`src/rtl/gs_pkg.sv`:
```
package gs_pkg;

    localparam int GS_NUM_TC  = 8;
    localparam int GS_IV_W    = 16;
    localparam int GS_TIME_W  = 48;
    localparam int GS_SLOT_NS = 200;

    typedef logic [GS_NUM_TC-1:0] gs_mask_t;
    typedef logic [GS_IV_W-1:0]   gs_iv_t;
    typedef logic [GS_TIME_W-1:0] gs_time_t;

    typedef struct packed {
        gs_mask_t gates;
        gs_iv_t   interval;
    } gs_entry_t;

    typedef enum logic [1:0] {
        SQ_IDLE = 2'd0,
        SQ_WAIT = 2'd1,
        SQ_RUN  = 2'd2
    } gs_state_e;

    function automatic gs_time_t slot_to_ns(gs_time_t slot);
        return slot * gs_time_t'(GS_SLOT_NS);
    endfunction

endpackage

```
`src/rtl/gs_gcl_store.sv`:
```
module gs_gcl_store
    import gs_pkg::*;
#(
    parameter int DEPTH = 16,
    localparam int IDX_W = $clog2(DEPTH)
) (
    input  logic             clk,
    input  logic             rst,
    input  logic             locked,
    input  logic             wr_en,
    input  logic [IDX_W-1:0] wr_idx,
    input  gs_entry_t        wr_entry,
    input  logic [IDX_W-1:0] rd_idx,
    output gs_entry_t        rd_entry
);

    gs_entry_t mem [DEPTH];

    for (genvar i = 0; i < DEPTH; i++) begin : g_entry
        always_ff @(posedge clk) begin
            if (rst) begin
                mem[i] <= '0;
            end else if (wr_en && !locked && wr_idx == IDX_W'(i)) begin
                mem[i] <= wr_entry;
            end
        end

        // list is frozen while the scheduler runs
        p_locked_hold_r5: assert property (@(posedge clk) disable iff (rst)
            (locked && wr_en) |=> $stable(mem[i]))
            else $error("list entry changed while locked");
    end

    assign rd_entry = mem[rd_idx];

endmodule

```
`src/rtl/gs_sequencer.sv`:
```
module gs_sequencer
    import gs_pkg::*;
#(
    parameter int DEPTH = 16,
    localparam int IDX_W = $clog2(DEPTH),
    localparam int CNT_W = IDX_W + 1
) (
    input  logic             clk,
    input  logic             rst,
    input  logic             enable,
    input  gs_time_t         time_ns,
    input  gs_time_t         base_slot,
    input  logic [CNT_W-1:0] n_entries,
    input  gs_entry_t        rd_entry,
    output logic [IDX_W-1:0] rd_idx,
    output logic             running,
    output gs_mask_t         run_gates,
    output logic             evt_strobe,
    output gs_time_t         evt_slot
);

    gs_state_e        state_q;
    logic [IDX_W-1:0] idx_q;
    gs_time_t         next_slot_q;
    logic [CNT_W-1:0] n_eff;
    logic [IDX_W-1:0] last_idx;
    logic             due;

    always_comb begin
        if (n_entries == '0) begin
            n_eff = CNT_W'(1);
        end else if (n_entries > CNT_W'(DEPTH)) begin
            n_eff = CNT_W'(DEPTH);
        end else begin
            n_eff = n_entries;
        end
        last_idx = IDX_W'(n_eff - CNT_W'(1));
    end

    assign due     = (time_ns >= slot_to_ns(next_slot_q));
    assign rd_idx  = idx_q;
    assign running = (state_q == SQ_RUN);

    always_ff @(posedge clk) begin
        if (rst) begin
            state_q     <= SQ_IDLE;
            idx_q       <= '0;
            next_slot_q <= '0;
            run_gates   <= '0;
            evt_strobe  <= 1'b0;
            evt_slot    <= '0;
        end else begin
            evt_strobe <= 1'b0;
            if (!enable) begin
                state_q <= SQ_IDLE;
            end else begin
                unique case (state_q)
                    SQ_IDLE: begin
                        state_q     <= SQ_WAIT;
                        idx_q       <= '0;
                        next_slot_q <= base_slot;
                    end
                    SQ_WAIT, SQ_RUN: begin
                        if (due) begin
                            state_q     <= SQ_RUN;
                            run_gates   <= rd_entry.gates;
                            next_slot_q <= next_slot_q + gs_time_t'(rd_entry.interval);
                            idx_q       <= (idx_q >= last_idx) ? '0 : idx_q + IDX_W'(1);
                            evt_strobe  <= 1'b1;
                            evt_slot    <= next_slot_q;
                        end
                    end
                    default: state_q <= SQ_IDLE;
                endcase
            end
        end
    end

    // no gate event follows a disabled cycle
    p_quiet_off_r1: assert property (@(posedge clk) disable iff (rst)
        !enable |=> !evt_strobe)
        else $error("event while disabled");

    // back-to-back events never go backwards in slot order
    p_slot_order_r10: assert property (@(posedge clk) disable iff (rst)
        (evt_strobe && $past(evt_strobe)) |-> (evt_slot >= $past(evt_slot)))
        else $error("event slots out of order");

    // a disabled cycle leaves the run state
    p_leave_run_r11: assert property (@(posedge clk) disable iff (rst)
        !enable |=> !running)
        else $error("still running after disable");

endmodule

```
`src/rtl/gs_conflict.sv`:
```
module gs_conflict
    import gs_pkg::*;
(
    input  logic     clk,
    input  logic     rst,
    input  logic     active,
    input  logic     own_strobe,
    input  gs_time_t own_slot,
    input  logic     peer_valid,
    input  gs_time_t peer_slot,
    output logic     conflict
);

    logic     have_own_q;
    logic     have_peer_q;
    gs_time_t last_own_q;
    gs_time_t last_peer_q;
    logic     own_hit;
    logic     peer_hit;

    always_comb begin
        own_hit = own_strobe &&
                  ((peer_valid && peer_slot == own_slot) ||
                   (have_own_q && last_own_q == own_slot) ||
                   (have_peer_q && last_peer_q == own_slot));
        peer_hit = peer_valid && have_own_q && (last_own_q == peer_slot);
    end

    assign conflict = own_hit || peer_hit;

    always_ff @(posedge clk) begin
        if (rst || !active) begin
            have_own_q  <= 1'b0;
            have_peer_q <= 1'b0;
            last_own_q  <= '0;
            last_peer_q <= '0;
        end else begin
            if (own_strobe) begin
                have_own_q <= 1'b1;
                last_own_q <= own_slot;
            end
            if (peer_valid) begin
                have_peer_q <= 1'b1;
                last_peer_q <= peer_slot;
            end
        end
    end

    // a conflict always has an event behind it
    p_conflict_cause_r7: assert property (@(posedge clk) disable iff (rst)
        conflict |-> (own_strobe || peer_valid))
        else $error("conflict without any event");

    // histories start empty after a disabled cycle
    p_history_clear_r9: assert property (@(posedge clk) disable iff (rst)
        !active |=> !(peer_valid && !own_strobe && conflict))
        else $error("stale own history after disable");

endmodule

```
`src/rtl/gate_sched_port.sv`:
```
module gate_sched_port
    import gs_pkg::*;
#(
    parameter int DEPTH   = 16,
    parameter int PORT_ID = 0,
    parameter int PORT_W  = 3,
    localparam int IDX_W  = $clog2(DEPTH),
    localparam int CNT_W  = IDX_W + 1
) (
    input  logic                 clk,
    input  logic                 rst,
    input  logic                 enable,
    input  logic [GS_TIME_W-1:0] time_ns,
    input  logic [GS_TIME_W-1:0] base_slot,
    input  logic [CNT_W-1:0]     n_entries,
    input  logic [GS_NUM_TC-1:0] idle_gates,
    input  logic                 wr_en,
    input  logic [IDX_W-1:0]     wr_idx,
    input  logic [GS_NUM_TC-1:0] wr_gates,
    input  logic [GS_IV_W-1:0]   wr_interval,
    input  logic                 peer_evt_valid,
    input  logic [GS_TIME_W-1:0] peer_evt_slot,
    output logic [GS_NUM_TC-1:0] gate_open,
    output logic                 evt_strobe,
    output logic [PORT_W-1:0]    evt_port,
    output logic [GS_TIME_W-1:0] evt_slot,
    output logic                 conflict
);

    gs_entry_t        wr_entry;
    gs_entry_t        rd_entry;
    logic [IDX_W-1:0] rd_idx;
    logic             running;
    gs_mask_t         run_gates;
    logic             strobe_int;
    gs_time_t         slot_int;

    assign wr_entry = '{gates: wr_gates, interval: wr_interval};

    gs_gcl_store #(.DEPTH(DEPTH)) u_store (
        .clk      (clk),
        .rst      (rst),
        .locked   (enable),
        .wr_en    (wr_en),
        .wr_idx   (wr_idx),
        .wr_entry (wr_entry),
        .rd_idx   (rd_idx),
        .rd_entry (rd_entry)
    );

    gs_sequencer #(.DEPTH(DEPTH)) u_seq (
        .clk        (clk),
        .rst        (rst),
        .enable     (enable),
        .time_ns    (time_ns),
        .base_slot  (base_slot),
        .n_entries  (n_entries),
        .rd_entry   (rd_entry),
        .rd_idx     (rd_idx),
        .running    (running),
        .run_gates  (run_gates),
        .evt_strobe (strobe_int),
        .evt_slot   (slot_int)
    );

    gs_conflict u_conf (
        .clk        (clk),
        .rst        (rst),
        .active     (enable),
        .own_strobe (strobe_int),
        .own_slot   (slot_int),
        .peer_valid (peer_evt_valid),
        .peer_slot  (peer_evt_slot),
        .conflict   (conflict)
    );

    assign gate_open  = running ? run_gates : idle_gates;
    assign evt_strobe = strobe_int;
    assign evt_slot   = slot_int;
    assign evt_port   = PORT_W'(PORT_ID);

    // an event is never raised before the time has reached its slot
    p_event_due_r2: assert property (@(posedge clk) disable iff (rst)
        strobe_int |-> (time_ns >= slot_to_ns(slot_int)))
        else $error("event ahead of its slot");

endmodule

```
`config.mk`:
```
export PLATFORM = sky130hd
export DESIGN_NAME = gate_sched_port
export DESIGN_NICKNAME = d
export VERILOG_FILES = /design/src/rtl/gs_pkg.sv /design/src/rtl/gs_gcl_store.sv /design/src/rtl/gs_sequencer.sv /design/src/rtl/gs_conflict.sv /design/src/rtl/gate_sched_port.sv
export SDC_FILE = /design/constraint.sdc
export NUM_CORES = 1
export LEC_CHECK = 0
export BUFFER_PORTS_ARGS = -buffer_cell sky130_fd_sc_hd__clkbuf_2
export CAP_MARGIN = 30
export CORE_MARGIN = 2
export CORE_UTILIZATION = 45
export CTS_BUF_LIST = sky130_fd_sc_hd__clkbuf_4
export DETAILED_ROUTE_END_ITERATION = 16
export MAX_ROUTING_LAYER = met4
export PLACE_DENSITY_LB_ADDON = 0.25
export SYNTH_ARGS = -nofsm -noshare
export SYNTH_HDL_FRONTEND = slang
export SYNTH_SLANG_ARGS = --single-unit
export TNS_END_PERCENT = 30
```
`constraint.sdc`:
```
create_clock -name clk -period 6.3 [get_ports clk]
set_input_delay 1.575 -clock clk [delete_from_list [all_inputs] [get_ports clk]]
set_output_delay 1.575 -clock clk [all_outputs]
set_load 0.005 [all_outputs]
```
==> summary.txt <==
Floorplan
  • Die H: 281 um
  • Die span in x: 281 um
  • Die area: 0.0792 mm^2
  • Core region area: 0.0761 mm^2
  • I/O pin total: 251
  • Initial cell density of the core: 45.5%
  • Std cell rows: 101

Hold path
  • Hold_sp: u_seq.next_slot_q[47]$_SDFFE_PP0P_
  • Hold Crit Class: flip-flop to flip-flop
  • Hold path cells: 2
  • Hold Path End: u_seq.evt_slot[47]$_SDFFE_PP0P_

Outcome
  • Status: finished with violations
  • Violated checks: setup timing

Synthesis
  • Post-synth EDFFs: 384
  • Synth warn: 0
  • Share of the yosys chip area belonging to registers: 45.6%
  • Most common flop cell mapped by yosys: edfxtp_1
  • Fraction of registers with async set/reset: 0%
  • Mapped Cells: 3144
  • Syn Std Cell Area: 0.0346 mm^2
  • Yosys reg bits: 597
  • Netlist cell types: 82
  • Post-synthesis average cell area: 11.0 um^2

Global route
  • Number of antenna violations at the first check in global routing: 12
  • Total gr overflow: 0
  • Vias in the first global route: 26000
  • First-pass GRT wire length: 157000 um
  • Largest net degree at the start of global routing: 80
  • Overall Global Routing Usage: 27.5%

STA
  • Post-route setup slack: -0.191 ns
  • FMAX: 154 MHz
  • Setup Skew: 0.0623 ns
  • Final setup fails: 69
  • Final Hold Fails: 0
  • RSZ-0062 raised after global routing: yes
  • Number of max-slew violations in the final report: 0
  • Fin crit period: 6.49 ns
  • Final period util: 103%
  • Rel. slew slack: 33.9%
  • Worst-margin pin slew: 0.992 ns

Detailed routing
  • WL per Instance: 22.5 um
  • Drt total wl: 107000 um
  • Detail Route Antenna Nets: 0
  • Iter 0 DRT Violations: 2258
  • Vias: 26400
  • Drt first pass iters: 6
  • DRC: 0
  • Vias per cell: 5.55

Power and ir drop
  • P_leak: 0.0164 uW
  • Sequential share of power: 41.0%
  • Clock power frac: 30.5%
  • Gate power share: 28.6%
  • Pwr Density: 267 mW/mm^2
  • Max VDD drop: 0.146 mV
  • Switch share: 31.8%
  • NetSw: 3490 uW
  • Internal power: 7500 uW

Place
  • Dpl hpwl: 72500 um
  • IO buf count: 247
  • DP Cell Count: 4435
  • GPL Wtd Cong: 0.968

Cells and area
  • Post-route non-filler standard cell count: 4751
  • Nets: 4021
  • Util after Layout: 54.2%
  • Area Overhead vs Synth: 19.0%
  • Fillers: 6753
  • Register area: 0.0159 mm^2
  • Layout cell share with drive strength beyond 1: 27.2%
  • Multi-input combinational cell area: 0.0179 mm^2

Critical path
  • Crit Reg-Reg Startpoint: u_seq.next_slot_q[18]$_SDFFE_PP0P_
  • Flop-to-flop setup slack: -0.19 ns
  • R2r endpoint: u_seq.next_slot_q[39]$_SDFFE_PP0P_
  • CP max-delay cell: or4_4
  • CP required: 7.16 ns
  • Crit path DAT: 7.35 ns
  • Crit start category: flip-flop
  • FF-to-FF path depth: 28
  • Setup CP Type: flip-flop to flip-flop
  • Critical path peak fanout: 7
  • Slowest Stage Delay on Critical Path: 0.54 ns
  • CP Capture Type: flip-flop

Clock tree
  • CTS tree: yes
  • Cts hold-fix bufs: 0
  • Sinks on the clock net: 597
  • Clock root cell: clkbuf_4
  • H-tree levels: 4
  • Cts bufs inserted: 156
  • Longest Clk Path Bufs: 3
  • Worst-path clk slew: 0.07 ns
  • Worst skew pair latency: 1.00 ns

Job
  • Max-Cap Viols: 0
[per-stage QoR]
stage                     TNS, ns  setup slack (ns)  total power (uW)  cell area [um^2]  hold WS, ns
after floorplan                 0             0.162              6350             34600        0.433
after global placement     -26.61            -0.470              7380             38000        0.467
after detailed placement   -33.71            -0.532              7410             38100        0.471
after CTS                       0           0.00472             10900             40600        0.480
after global routing       -25.91            -0.405             11600             41200        0.480
final                       -3.24            -0.191             11000             41200        0.478
[power by group through the flow]
stage          sequential, uW  clock (uW)  combinational, uW
4_1_cts                  4500        3410               2960
5_1_grt                  4520        3620               3480
3_3_place_gp             4570           0               2810
3_5_place_dp             4580           0               2840
6_report                 4510        3350               3140
2_1_floorplan            4520           0               1830
[cell usage after synthesis (7+ instances only)]
master,n,area (um^2)
nand3_1,31,155
o2bb2ai_1,7,61.3
nor3_1,32,160
dfxtp_1,213,4260
clkbuf_1,158,593
edfxtp_1,384,11500
a21oi_1,136,681
a211o_1,7,61.3
a211oi_1,36,270
and3_1,17,106
ha_1,193,2410
a221oi_1,9,78.8
buf_1,20,75.1
or3_1,9,56.3
o211ai_1,8,60.1
o21bai_1,14,105
o22ai_1,15,93.8
a31oi_1,15,93.8
inv_1,252,946
mux2_2,10,113
a311oi_1,11,96.3
and2_1,386,2410
nor2b_1,14,87.6
mux4_2,120,2700
nor2_1,190,713
fa_1,40,801
buf_2,12,60.1
xnor2_1,143,1250
o21ai_0,39,195
nand2b_1,14,87.6
o221ai_1,7,61.3
mux2i_1,115,1150
a22oi_1,12,90.1
xor2_1,51,447
o21a_1,11,82.6
nor4_1,25,156
a31o_2,8,70.1
nand2_1,176,661
nand4_1,54,338
a21o_1,58,435
[final cells by class]
cell class | instances | share of cell area (%)
diodes | 14 | 0.0850
clock buffers | 216 | 3.94
clock inverters | 51 | 0.732
inverters | 253 | 2.30
multi-input cells | 2101 | 43.4
flip-flops and latches | 597 | 38.5
well taps | 1030 | 3.13
repair buffers | 489 | 7.90
[metal layers]
metal | global-route usage, % | up-vias | wire, um
met2 | 44.3 | 1041 | 52000
met4 | 9.18 | 0 | 2890
li1 | - | 12200 | -
met1 | 33.9 | 12900 | 42900
met5 | - | - | 0
met3 | 6.88 | 190 | 9070
[state kept, by name, indices dropped and copies added (netlist names), named ones only]
name                flops
u_conf.have_own_q       1
u_seq.state_q           2
u_seq.next_slot_q      48
u_store.mem           384
u_conf.last_own_q      48
u_seq.evt_slot         48
u_seq.evt_strobe        1
u_seq.run_gates         8
u_conf.last_peer_q     48
u_seq.rd_idx            4
u_conf.have_peer_q      1
[cells by family (layout without fill, tap and decap cells)]
group / Yosys count / in the layout / synth area share [%]
XOR/XNOR: 194 / 194 / 4.91
other: 1 / 17 / 0.0108
AND/OR/NAND/NOR: 982 / 982 / 15.0
adder cells (fa/ha/maj): 233 / 233 / 9.29
AO/OA/AOI/OAI: 444 / 444 / 8.71
flip-flops: 597 / 597 / 45.6
buffers and inverters: 448 / 1009 / 4.97
multiplexers: 245 / 245 / 11.5
[critical path, delay by kind of cell, from the launching register on]
kind,cells,cell delay (ns)
AO/OA/AOI/OAI,11,2.27
AND/OR/NAND/NOR,7,1.76
adder cells (fa/ha/maj),5,1.50
buffers and inverters,5,0.49
flip-flops,1,0.36
[how the worst max path moves through the flow]
stage                                       startpoint                            endpoint  slack [ns]  cells after the start
finish              u_seq.next_slot_q[18]$_SDFFE_PP0P_  u_seq.next_slot_q[39]$_SDFFE_PP0P_       -0.19                     28
global route         u_seq.next_slot_q[4]$_SDFFE_PP0P_  u_seq.next_slot_q[28]$_SDFFE_PP0P_       -0.40                     28
CTS                 u_seq.next_slot_q[26]$_SDFFE_PP0P_  u_seq.next_slot_q[28]$_SDFFE_PP0P_       0.005                     26
detailed placement   u_seq.next_slot_q[4]$_SDFFE_PP0P_   u_seq.next_slot_q[1]$_SDFFE_PP0P_       -0.53                     27
global placement     u_seq.next_slot_q[4]$_SDFFE_PP0P_   u_seq.next_slot_q[1]$_SDFFE_PP0P_       -0.47                     27
floorplan           u_seq.next_slot_q[25]$_SDFFE_PP0P_  u_seq.next_slot_q[46]$_SDFFE_PP0P_        0.16                     26
[what timing repair did]
action,CTS,global route
resized for setup,81,81
gates cloned,0,3
buffers inserted,19,15
pin swaps,29,48
endpoints found under the setup margin,115,114
[placed cells by master, fill, tap and decap left out, types with 29 or more instances in the layout]
master      n
ha_1      154
clkbuf_4  216
xnor2_1   143
nor2_1    190
buf_4     220
mux2i_1   115
nor3_1     30
mux4_2    120
a21oi_1   133
edfxtp_1  384
o21ai_0    34
inv_1     239
a21o_1     49
clkbuf_2  245
and2_1    385
nand2_1   171
ha_4       36
clkinv_1   36
nand4_1    54
dfxtp_1   188
xor2_1     51
nand3_1    29
fa_1       39
Power figures use the tool's default switching activity.
